$ cat src/rtl/tcu_pkg.sv
package tcu_pkg;

    // Resolved compare behaviour, one code per distinct test
    typedef enum logic [2:0] {
        MD_PASS      = 3'd0,
        MD_BELOW     = 3'd1,
        MD_AT_ABOVE  = 3'd2,
        MD_IN_EXCL   = 3'd3,
        MD_IN_INCL   = 3'd4,
        MD_OUT_EXCL  = 3'd5,
        MD_OUT_INCL  = 3'd6
    } cmp_mode_e;

    // Holding stage states
    typedef enum logic {
        ST_EMPTY = 1'b0,
        ST_FULL  = 1'b1
    } hold_state_e;

endpackage

$ cat src/rtl/tcu_mode_decode.sv
module tcu_mode_decode
    import tcu_pkg::*;
#(
    parameter int DATA_W = 12
) (
    input  logic              cmp_en,
    input  logic              range_en,
    input  logic              gt_sel,
    input  logic [DATA_W-1:0] cv_lo_field,
    input  logic [DATA_W-1:0] cv_hi_field,
    output cmp_mode_e         mode
);

    // Window orientation: first value above second means outside test
    logic swapped;
    assign swapped = (cv_lo_field > cv_hi_field);

    always_comb begin
        mode = MD_PASS;
        unique case ({cmp_en, range_en, gt_sel})
            3'b000, 3'b001, 3'b010, 3'b011: mode = MD_PASS;
            3'b100: mode = MD_BELOW;
            3'b101: mode = MD_AT_ABOVE;
            3'b110: mode = swapped ? MD_OUT_EXCL : MD_IN_EXCL;
            3'b111: mode = swapped ? MD_OUT_INCL : MD_IN_INCL;
            default: mode = MD_PASS;
        endcase
    end

endmodule

$ cat src/rtl/tcu_window_eval.sv
module tcu_window_eval
    import tcu_pkg::*;
#(
    parameter int DATA_W = 12
) (
    input  cmp_mode_e         mode,
    input  logic [DATA_W-1:0] sample,
    input  logic [DATA_W-1:0] cv_a,
    input  logic [DATA_W-1:0] cv_b,
    output logic              pass
);

    // Shared magnitude comparators
    logic a_lt, a_gt, b_lt, b_gt;
    assign a_lt = (sample < cv_a);
    assign a_gt = (sample > cv_a);
    assign b_lt = (sample < cv_b);
    assign b_gt = (sample > cv_b);

    always_comb begin
        pass = 1'b1;
        unique case (mode)
            MD_PASS:     pass = 1'b1;
            MD_BELOW:    pass = a_lt;
            MD_AT_ABOVE: pass = !a_lt;
            MD_IN_EXCL:  pass = a_gt && b_lt;
            MD_IN_INCL:  pass = !a_lt && !b_gt;
            MD_OUT_EXCL: pass = b_lt || a_gt;
            MD_OUT_INCL: pass = !b_gt || !a_lt;
            default:     pass = 1'b1;
        endcase
    end

endmodule

$ cat src/rtl/tcu_result_hold.sv
module tcu_result_hold
    import tcu_pkg::*;
#(
    parameter int DATA_W = 12
) (
    input  logic              clk,
    input  logic              rst_n,
    input  logic              take,
    input  logic [DATA_W-1:0] din,
    input  logic              clr,
    output logic [DATA_W-1:0] dout,
    output logic              flag
);

    hold_state_e state_q, state_d;
    logic [DATA_W-1:0] data_q;

    // Next state: T_CAPTURE, T_REFILL, T_DRAIN, T_IDLE
    always_comb begin
        state_d = state_q;
        unique case (state_q)
            ST_EMPTY: if (take) state_d = ST_FULL;
            ST_FULL: begin
                if (take)     state_d = ST_FULL;
                else if (clr) state_d = ST_EMPTY;
            end
            default: state_d = ST_EMPTY;
        endcase
    end

    always_ff @(posedge clk or negedge rst_n) begin
        if (!rst_n) state_q <= ST_EMPTY;
        else        state_q <= state_d;
    end

    always_ff @(posedge clk or negedge rst_n) begin
        if (!rst_n)    data_q <= '0;
        else if (take) data_q <= din;
    end

    always_comb begin
        dout = data_q;
        flag = (state_q == ST_FULL);
    end

    p_store_r10: assert property (@(posedge clk) disable iff (!rst_n)
        take |=> (flag && dout == $past(din)));

    p_keep_r11: assert property (@(posedge clk) disable iff (!rst_n)
        (!take && !clr) |=> ($stable(dout) && $stable(flag)));

    p_clear_r12: assert property (@(posedge clk) disable iff (!rst_n)
        (clr && !take) |=> (!flag && $stable(dout)));

endmodule

$ cat src/rtl/thresh_cmp_unit.sv
module thresh_cmp_unit
    import tcu_pkg::*;
#(
    parameter int DATA_W  = 12,
    parameter int WORD_W  = 32,
    parameter int CV2_LSB = 16
) (
    input  logic              clk,
    input  logic              rst_n,
    input  logic              res_valid,
    input  logic [DATA_W-1:0] res_data,
    input  logic [WORD_W-1:0] cmp_word,
    input  logic              cmp_en,
    input  logic              range_en,
    input  logic              gt_sel,
    input  logic              flag_clr,
    output logic              accept,
    output logic [DATA_W-1:0] stored_data,
    output logic              done_flag
);

    localparam int CV1_LSB = 0;
    localparam int CV1_MSB = CV1_LSB + DATA_W - 1;
    localparam int CV2_MSB = CV2_LSB + DATA_W - 1;

    logic [DATA_W-1:0] cv1, cv2;
    assign cv1 = cmp_word[CV1_MSB:CV1_LSB];
    assign cv2 = cmp_word[CV2_MSB:CV2_LSB];

    cmp_mode_e mode;
    logic      take;

    tcu_mode_decode #(.DATA_W(DATA_W)) u_decode (
        .cmp_en      (cmp_en),
        .range_en    (range_en),
        .gt_sel      (gt_sel),
        .cv_lo_field (cv1),
        .cv_hi_field (cv2),
        .mode        (mode)
    );

    tcu_window_eval #(.DATA_W(DATA_W)) u_eval (
        .mode   (mode),
        .sample (res_data),
        .cv_a   (cv1),
        .cv_b   (cv2),
        .pass   (accept)
    );

    assign take = res_valid && accept;

    tcu_result_hold #(.DATA_W(DATA_W)) u_hold (
        .clk  (clk),
        .rst_n(rst_n),
        .take (take),
        .din  (res_data),
        .clr  (flag_clr),
        .dout (stored_data),
        .flag (done_flag)
    );

    p_pass_r2: assert property (@(posedge clk) disable iff (!rst_n)
        !cmp_en |-> accept);

    p_below_r3: assert property (@(posedge clk) disable iff (!rst_n)
        (cmp_en && !range_en && !gt_sel) |-> (accept == (res_data < cv1)));

    p_inside_incl_r6: assert property (@(posedge clk) disable iff (!rst_n)
        (cmp_en && range_en && gt_sel && cv1 <= cv2 && res_data >= cv1 && res_data <= cv2) |-> accept);

    p_reject_r11: assert property (@(posedge clk) disable iff (!rst_n)
        (res_valid && !accept && !flag_clr) |=> ($stable(stored_data) && $stable(done_flag)));

endmodule

$ cat config.mk
export PLATFORM = sky130hd
export DESIGN_NAME = thresh_cmp_unit
export DESIGN_NICKNAME = d
export VERILOG_FILES = /design/src/rtl/tcu_pkg.sv /design/src/rtl/tcu_mode_decode.sv /design/src/rtl/tcu_window_eval.sv /design/src/rtl/tcu_result_hold.sv /design/src/rtl/thresh_cmp_unit.sv
export SDC_FILE = /design/constraint.sdc
export NUM_CORES = 1
export LEC_CHECK = 0
export CAP_MARGIN = 20
export CORE_ASPECT_RATIO = 0.8
export CORE_UTILIZATION = 35
export CTS_CLUSTER_SIZE = 16
export DETAILED_ROUTE_END_ITERATION = 8
export PLACE_DENSITY_LB_ADDON = 0.12
export SLEW_MARGIN = 20
export SYNTH_ARGS = -nofsm -noshare
export SYNTH_HDL_FRONTEND = slang
export SYNTH_SLANG_ARGS = --single-unit
$ cat constraint.sdc
create_clock -name clk -period 4.1 [get_ports clk]
set_input_delay 0.82 -clock clk [delete_from_list [all_inputs] [get_ports clk]]
set_output_delay 0.82 -clock clk [all_outputs]
set_load 0.05 [all_outputs]
==> flow_summary.yaml, run 1 <==
finish:
  most-common-layout-cells: "55 x clkdlybuf4s50_1, 36 x ha_1, 25 x inv_1"
  multiInputGateArea_um2: 1076
  fill_cells: 360
  num-nets-final: 297
  antennaDiodeCount: 0
  layout-drive-gt1-share_pct: 14.35
  seqCellArea_um2: 325.3
  final_common_cell: "clkdlybuf4s50_1"
  syn_to_final_growth_pct: 47.43
  layout.cells.non_filler: 264
job:
  drv_cap: 0
place:
  dp_cells: 260
  dp_hpwl_mm: 3.258
  portBuffers: 56
  gp_congestion: 0.8126
route:
  first_pass_iters: 4
  antenna_left: 0
  wl_mm: 3.732
  drt_iter0_markers: 40
  vias: 1326
  vias_per_cell: 5.023
  wl_per_cell_um: 14.14
  route.detailed.drc: 0
timing:
  setup_tns_ps: 0
  rsz0062_at_grt: "no"
  hold_viol: 0
  period_needed_ps: 3999
  drv_slew: 0
  finalCritPeriodShare_pct: 97.54
  finalClockSkew_ps: 0
  finalSetupViolCount: 0
  maxSlewHeadroom_pct: 58.18
  fmax_ghz: 0.2501
  tightestPinTransition_ps: 625.4
synth:
  synthDistinctLibCells: 31
  synth_area_leader_cell: "ha_1"
  netlist_area_um2: 1485
  synth_warnings: 0
  syn_nets: 235
  synthCells: 148
  seq_area_frac_synth_pct: 21.90
  synth_seq_cells: 13
  netlist.area_leader.share_pct: 30.33
  synth_area_leaders: "ha_1 30%, dfrtp_1 22%, mux2_4 9.1%"
  avgSynthCellArea_um2: 10.03
floorplan:
  fp.dieW_um: 74.83
  core-area_um2: 3929
  die-height_um: 60.27
  rows: 20
  start_util_pct: 37.80
  io_pins: 65
  die_area_um2: 4510
worst_setup_path:
  crit_path_start_kind: "primary input"
  critPathCaptureType: "output port"
  critPathCapture: "accept"
  r2r-start: "u_hold.dout[11]$_DFFE_PN0P_"
  critPathKind: "primary input to output port"
  crit-reg2reg-capture: "u_hold.dout[11]$_DFFE_PN0P_"
  arrival_ps: 3180
  rrSetupSlack_ps: 3340
  path_max_fanout: 3
  crit_start: "res_data[9]"
  reg2reg_depth: 1
  cp.required_ps: 3280
pwr:
  ir_worst_vdd_v: 0.0001302
  pwr-share-comb_pct: 55.2
  p_per_area_nw_per_um2: 284.7
  leakage_nw: 1.037
  clockPowerShare_pct: 18.3
  p_sw_mw: 0.2448
  internal_power_mw: 0.3786
  p_seq_share_pct: 26.5
  netSwitchingFraction_pct: 39.27
grt:
  grt_overflow: 0
  use_met3_pct: 1.180
  grt_pass1_wl_mm: 5.989
  gr-usage-all-layers_pct: 17.78
  use_met1_pct: 23.65
  global_route.usage.met2_pct: 30.24
  busiest_layer: "met2"
  grt_pass1_vias: 1364
  antenna_found_initial: 0
  grt_max_degree: 14
clock_network:
  cts_tree: "built"
  cts.sink_count: 13
  cts.path.max_buffers: 2
  clk_root_buffer_cell: "clkbuf_8"
  cts_setup_buffers: 0
  insertion_delay_ps: 240
  cts_buffers: 3
  cts.reportedPaths.clkPinSlew_ps: 60
  h-tree-depth: 1
hold_path:
  min-delay-start: "u_hold.dout[8]$_DFFE_PN0P_"
  hold_class: "flop to flop"
  holdPathStages: 1
run_status:
  status: "complete, no violations"
cell families after synthesis:
group / synth area share, %
and+or+nand+nor: 10.61
muxes: 12.05
DFF: 21.90
AOI/OAI and AO/OA: 17.78
adders and majority gates: 30.33
buffers and inverters: 7.329
sequential cells by signal (all words and copies together) (netlist names):
signal and count:
u_hold.dout 12, u_hold.flag 1
metrics by stage:
stage / instance area [µm²] / setup WS, ps / power (mW) / utilization (%) / hold slack, ps
2_1_floorplan: 1485 / 672.8 / 0.3743 / - / 524.4
3_5_place_dp: 2112 / 62.81 / 0.5029 / 53.76 / 498.4
3_3_place_gp: 2112 / 82.44 / 0.4932 / 53.76 / 492.1
6_report: 2190 / 100.9 / 0.6234 / 55.73 / 506.9
5_1_grt: 2190 / 24.58 / 0.6625 / 55.73 / 522.7
4_1_cts: 2157 / 51.37 / 0.6184 / 54.90 / 510.6
worst min-delay path by stage:
stage | endpoint | slack (ps)
final | u_hold.dout[8]$_DFFE_PN0P_ | 510
after global routing | u_hold.dout[5]$_DFFE_PN0P_ | 520
after floorplan | u_hold.dout[0]$_DFFE_PN0P_ | 520
after CTS | u_hold.dout[8]$_DFFE_PN0P_ | 510
after global placement | u_hold.dout[7]$_DFFE_PN0P_ | 490
after detailed placement | u_hold.dout[8]$_DFFE_PN0P_ | 500
synth_stat cells (all sizes together):
| cell | n |
|---|---|
| buf | 1 |
| o31a | 1 |
| inv | 25 |
| dfrtp | 13 |
| nand4 | 8 |
| nand2 | 4 |
| o32a | 1 |
| o31ai | 2 |
| o32ai | 1 |
| a31oi | 1 |
| nor3b | 1 |
| nor2b | 3 |
| a2111oi | 1 |
| a21oi | 11 |
| o21bai | 1 |
| nand3 | 3 |
| a21o | 3 |
| a211oi | 3 |
| mux2i | 1 |
| mux2 | 12 |
| or3 | 4 |
| nor2 | 2 |
| ha | 36 |
| o21ai | 5 |
| nand2b | 2 |
| o211ai | 3 |
metal layers:
metal	routed length, µm	vias up
met1	1785	617
met2	1745	41
met4	27	0
li1	-	666
met3	174	2
met5	0	-
repair_timing:
item                                    4_1_cts  5_1_grt
endpoints found under the setup margin        0        1
resized for setup                             0        9
hold buffers                                  0        0
power by group through the flow:
stage | sequential, mW | combinational [mW] | clock, mW
global placement | 0.166 | 0.328 | 0
floorplan | 0.249 | 0.125 | 0
finish | 0.165 | 0.344 | 0.114
global route | 0.168 | 0.370 | 0.125
detailed placement | 0.168 | 0.335 | 0
CTS | 0.165 | 0.337 | 0.116
area by class of cell:
class                   count  area share [%]
clock buffers               4           2.057
inverters                  25           4.286
multi-input cells         109           49.14
flip-flops and latches     13           14.86
well taps                  55           3.143
repair buffers             58           26.51
critical path: stages:
cell and delay (ps):
clkdlybuf4s50_1 490, ha_1 360, a211oi_2 220, o21bai_1 140, a2111oi_2 390, a21oi_2 130
nor3b_2 300, or3_4 190, buf_8 130
(Power assumes the default switching activity.)
==> run 2: changes to the inputs <==
--- a/config.mk
+++ b/config.mk
@@ -10,6 +10,7 @@
 export CORE_UTILIZATION = 35
 export CTS_CLUSTER_SIZE = 16
 export DETAILED_ROUTE_END_ITERATION = 8
+export MAX_ROUTING_LAYER = met4
 export PLACE_DENSITY_LB_ADDON = 0.12
 export SLEW_MARGIN = 20
 export SYNTH_ARGS = -nofsm -noshare
==> results of run 2 <==
Same layout as run 1: the final DEF is identical, and so are final timing and power.
Main changes from that run: final weighted congestion in routability-driven placement 0.8126 -> 0.8246; overall routing resource usage 17.78% -> 18.31%
==> run 3: changes to the inputs <==
--- a/config.mk
+++ b/config.mk
@@ -8,6 +8,7 @@
 export CAP_MARGIN = 20
 export CORE_ASPECT_RATIO = 0.8
 export CORE_UTILIZATION = 35
+export CTS_CLUSTER_DIAMETER = 120
 export CTS_CLUSTER_SIZE = 16
 export DETAILED_ROUTE_END_ITERATION = 8
 export MAX_ROUTING_LAYER = met4
==> constraint.sdc (replaced) <==
create_clock -name clk -period 4.4 [get_ports clk]
set_input_delay 0.88 -clock clk [delete_from_list [all_inputs] [get_ports clk]]
set_output_delay 0.88 -clock clk [all_outputs]
set_load 0.05 [all_outputs]
==> run 3 against run 2 <==
Compared with the run above:
- combinational power fell by 9.9%
- cell count shrank 0.38%
- clock skew stayed put
- flip-flop and latch count unchanged
- die area did not move
- sequential share of layout area grew 0.28 points
- sequential power shrank 7%
- setup slack better by 87 ps
- critical path depth grew 1
==> flow_summary.yaml, run 3 (same netlist as run 1, synthesis figures left out) <==
run_status:
  status: "complete, no violations"
pwr:
  ir_worst_vdd_v: 0.0001338
  p_seq_share_pct: 26.9
  leakage_nw: 1.026
  p_per_area_nw_per_um2: 265.1
  clockPowerShare_pct: 18.6
  pwr-share-comb_pct: 54.4
  internal_power_mw: 0.3464
  netSwitchingFraction_pct: 39.23
  p_sw_mw: 0.2236
hold_path:
  hold_class: "flop to flop"
  holdPathStages: 1
  min_to: "u_hold.dout[8]$_DFFE_PN0P_"
  min-delay-start: "u_hold.dout[8]$_DFFE_PN0P_"
route:
  wl_mm: 3.659
  vias_per_cell: 5.008
  wl_per_cell_um: 13.91
  vias: 1317
  route.detailed.drc: 0
  antenna_left: 0
  first_pass_iters: 4
  drt_iter0_markers: 34
worst_setup_path:
  rrSetupSlack_ps: 3640
  r2r-start: "u_hold.dout[11]$_DFFE_PN0P_"
  critPathCaptureType: "output port"
  cp.required_ps: 3520
  crit_path_start_kind: "primary input"
  path_max_fanout: 2
  critPathKind: "primary input to output port"
  crit-reg2reg-capture: "u_hold.dout[11]$_DFFE_PN0P_"
  arrival_ps: 3330
  reg2reg_depth: 1
finish:
  most-common-layout-cells: "55 x clkdlybuf4s50_1, 36 x ha_1, 25 x inv_1"
  seqCellArea_um2: 325.3
  largest_register_ffs: 12
  layout-drive-gt1-share_pct: 12.50
  layout.cells.non_filler: 263
  num-nets-final: 296
  fill_cells: 375
  antennaDiodeCount: 0
  syn_to_final_growth_pct: 44.73
  multiInputGateArea_um2: 1051
  final_common_cell: "clkdlybuf4s50_1"
timing:
  fmax_ghz: 0.2374
  finalCritPeriodShare_pct: 95.72
  drv_slew: 0
  rsz0062_at_grt: "no"
  hold_viol: 0
  tightestPinTransition_ps: 614.6
  setup_tns_ps: 0
  period_needed_ps: 4212
  finalClockSkew_ps: 0
  finalSetupViolCount: 0
  maxSlewHeadroom_pct: 58.90
clock_network:
  cts_setup_buffers: 0
  ctsResizeCount: 0
  cts_tree: "built"
  cts.path.max_buffers: 2
  ctsHoldBuffers: 0
  insertion_delay_ps: 240
  h-tree-depth: 1
  cts.sink_count: 13
  cts_buffers: 3
  clk_root_buffer_cell: "clkbuf_8"
  cts.reportedPaths.clkPinSlew_ps: 60
floorplan:
  fp.dieW_um: 74.83
  die_area_um2: 4510
  start_util_pct: 37.80
  core-area_um2: 3929
  io_pins: 65
  rows: 20
  die-height_um: 60.27
grt:
  grt_max_degree: 14
  antenna_found_initial: 0
  grt_overflow: 0
  gr-usage-all-layers_pct: 18.06
  grt_pass1_wl_mm: 5.899
  grt_pass1_vias: 1319
place:
  dp_hpwl_mm: 3.275
  gp_congestion: 0.8485
  portBuffers: 56
  dp_cells: 259
job:
  drv_cap: 0
[run 3: how the worst max path moves through the flow]
| stage | startpoint | end | cells past startpoint |
|---|---|---|---|
| after floorplan | cmp_word[25] | accept | 8 |
| after global placement | cmp_word[23] | accept | 10 |
| after detailed placement | cmp_word[25] | accept | 10 |
| after CTS | cmp_word[25] | accept | 10 |
| after global routing | cmp_word[25] | accept | 10 |
| final | cmp_word[25] | accept | 10 |
[run 3: routing by layer]
| layer | share of wire (%) | track usage (%) | wire [µm] |
|---|---|---|---|
| met1 | 50 | 24.52 | 1816 |
| met2 | 45 | 29.21 | 1642 |
| met3 | 4.7 | 0.6745 | 172 |
| met4 | 0.74 | 5.391 | 27 |
| met5 | 0 | - | 0 |
[run 3: metrics by stage]
stage | power [mW] | area (µm²) | hold WS (ps) | util [%] | worst slack (ps)
2_1_floorplan | 0.3487 | 1485 | 584.4 | - | 852.8
3_3_place_gp | 0.4578 | 2105 | 492.3 | 53.57 | 214.6
3_5_place_dp | 0.4669 | 2105 | 496.9 | 53.57 | 185.4
4_1_cts | 0.5758 | 2150 | 510.7 | 54.71 | 179.1
5_1_grt | 0.6054 | 2150 | 523.7 | 54.71 | 67.84
6_report | 0.5699 | 2150 | 506.3 | 54.71 | 188.2
[run 3: worst max-delay path: stages]
cell and delay, ps:
clkdlybuf4s50_1 450, inv_1 60, ha_1 300, a211oi_2 190, nor2_1 90, or3_1 360, o21ai_2 180, a31oi_1 170
or3_2 450, buf_4 200
[run 3: power groups by stage]
stage | Clock [mW] | Sequential, mW | Combinational, mW
floorplan | 0 | 0.232 | 0.116
global placement | 0 | 0.154 | 0.304
detailed placement | 0 | 0.156 | 0.311
CTS | 0.110 | 0.154 | 0.312
global route | 0.116 | 0.156 | 0.333
finish | 0.106 | 0.153 | 0.310
[run 3: final cells by class]
cell class | instances | area share [%]
Multi-Input combinational cell | 109 | 48.89
Timing Repair Buffer | 57 | 26.31
Clock buffer | 4 | 2.095
Sequential cell | 13 | 15.13
Tap cell | 55 | 3.201
Inverter | 25 | 4.366
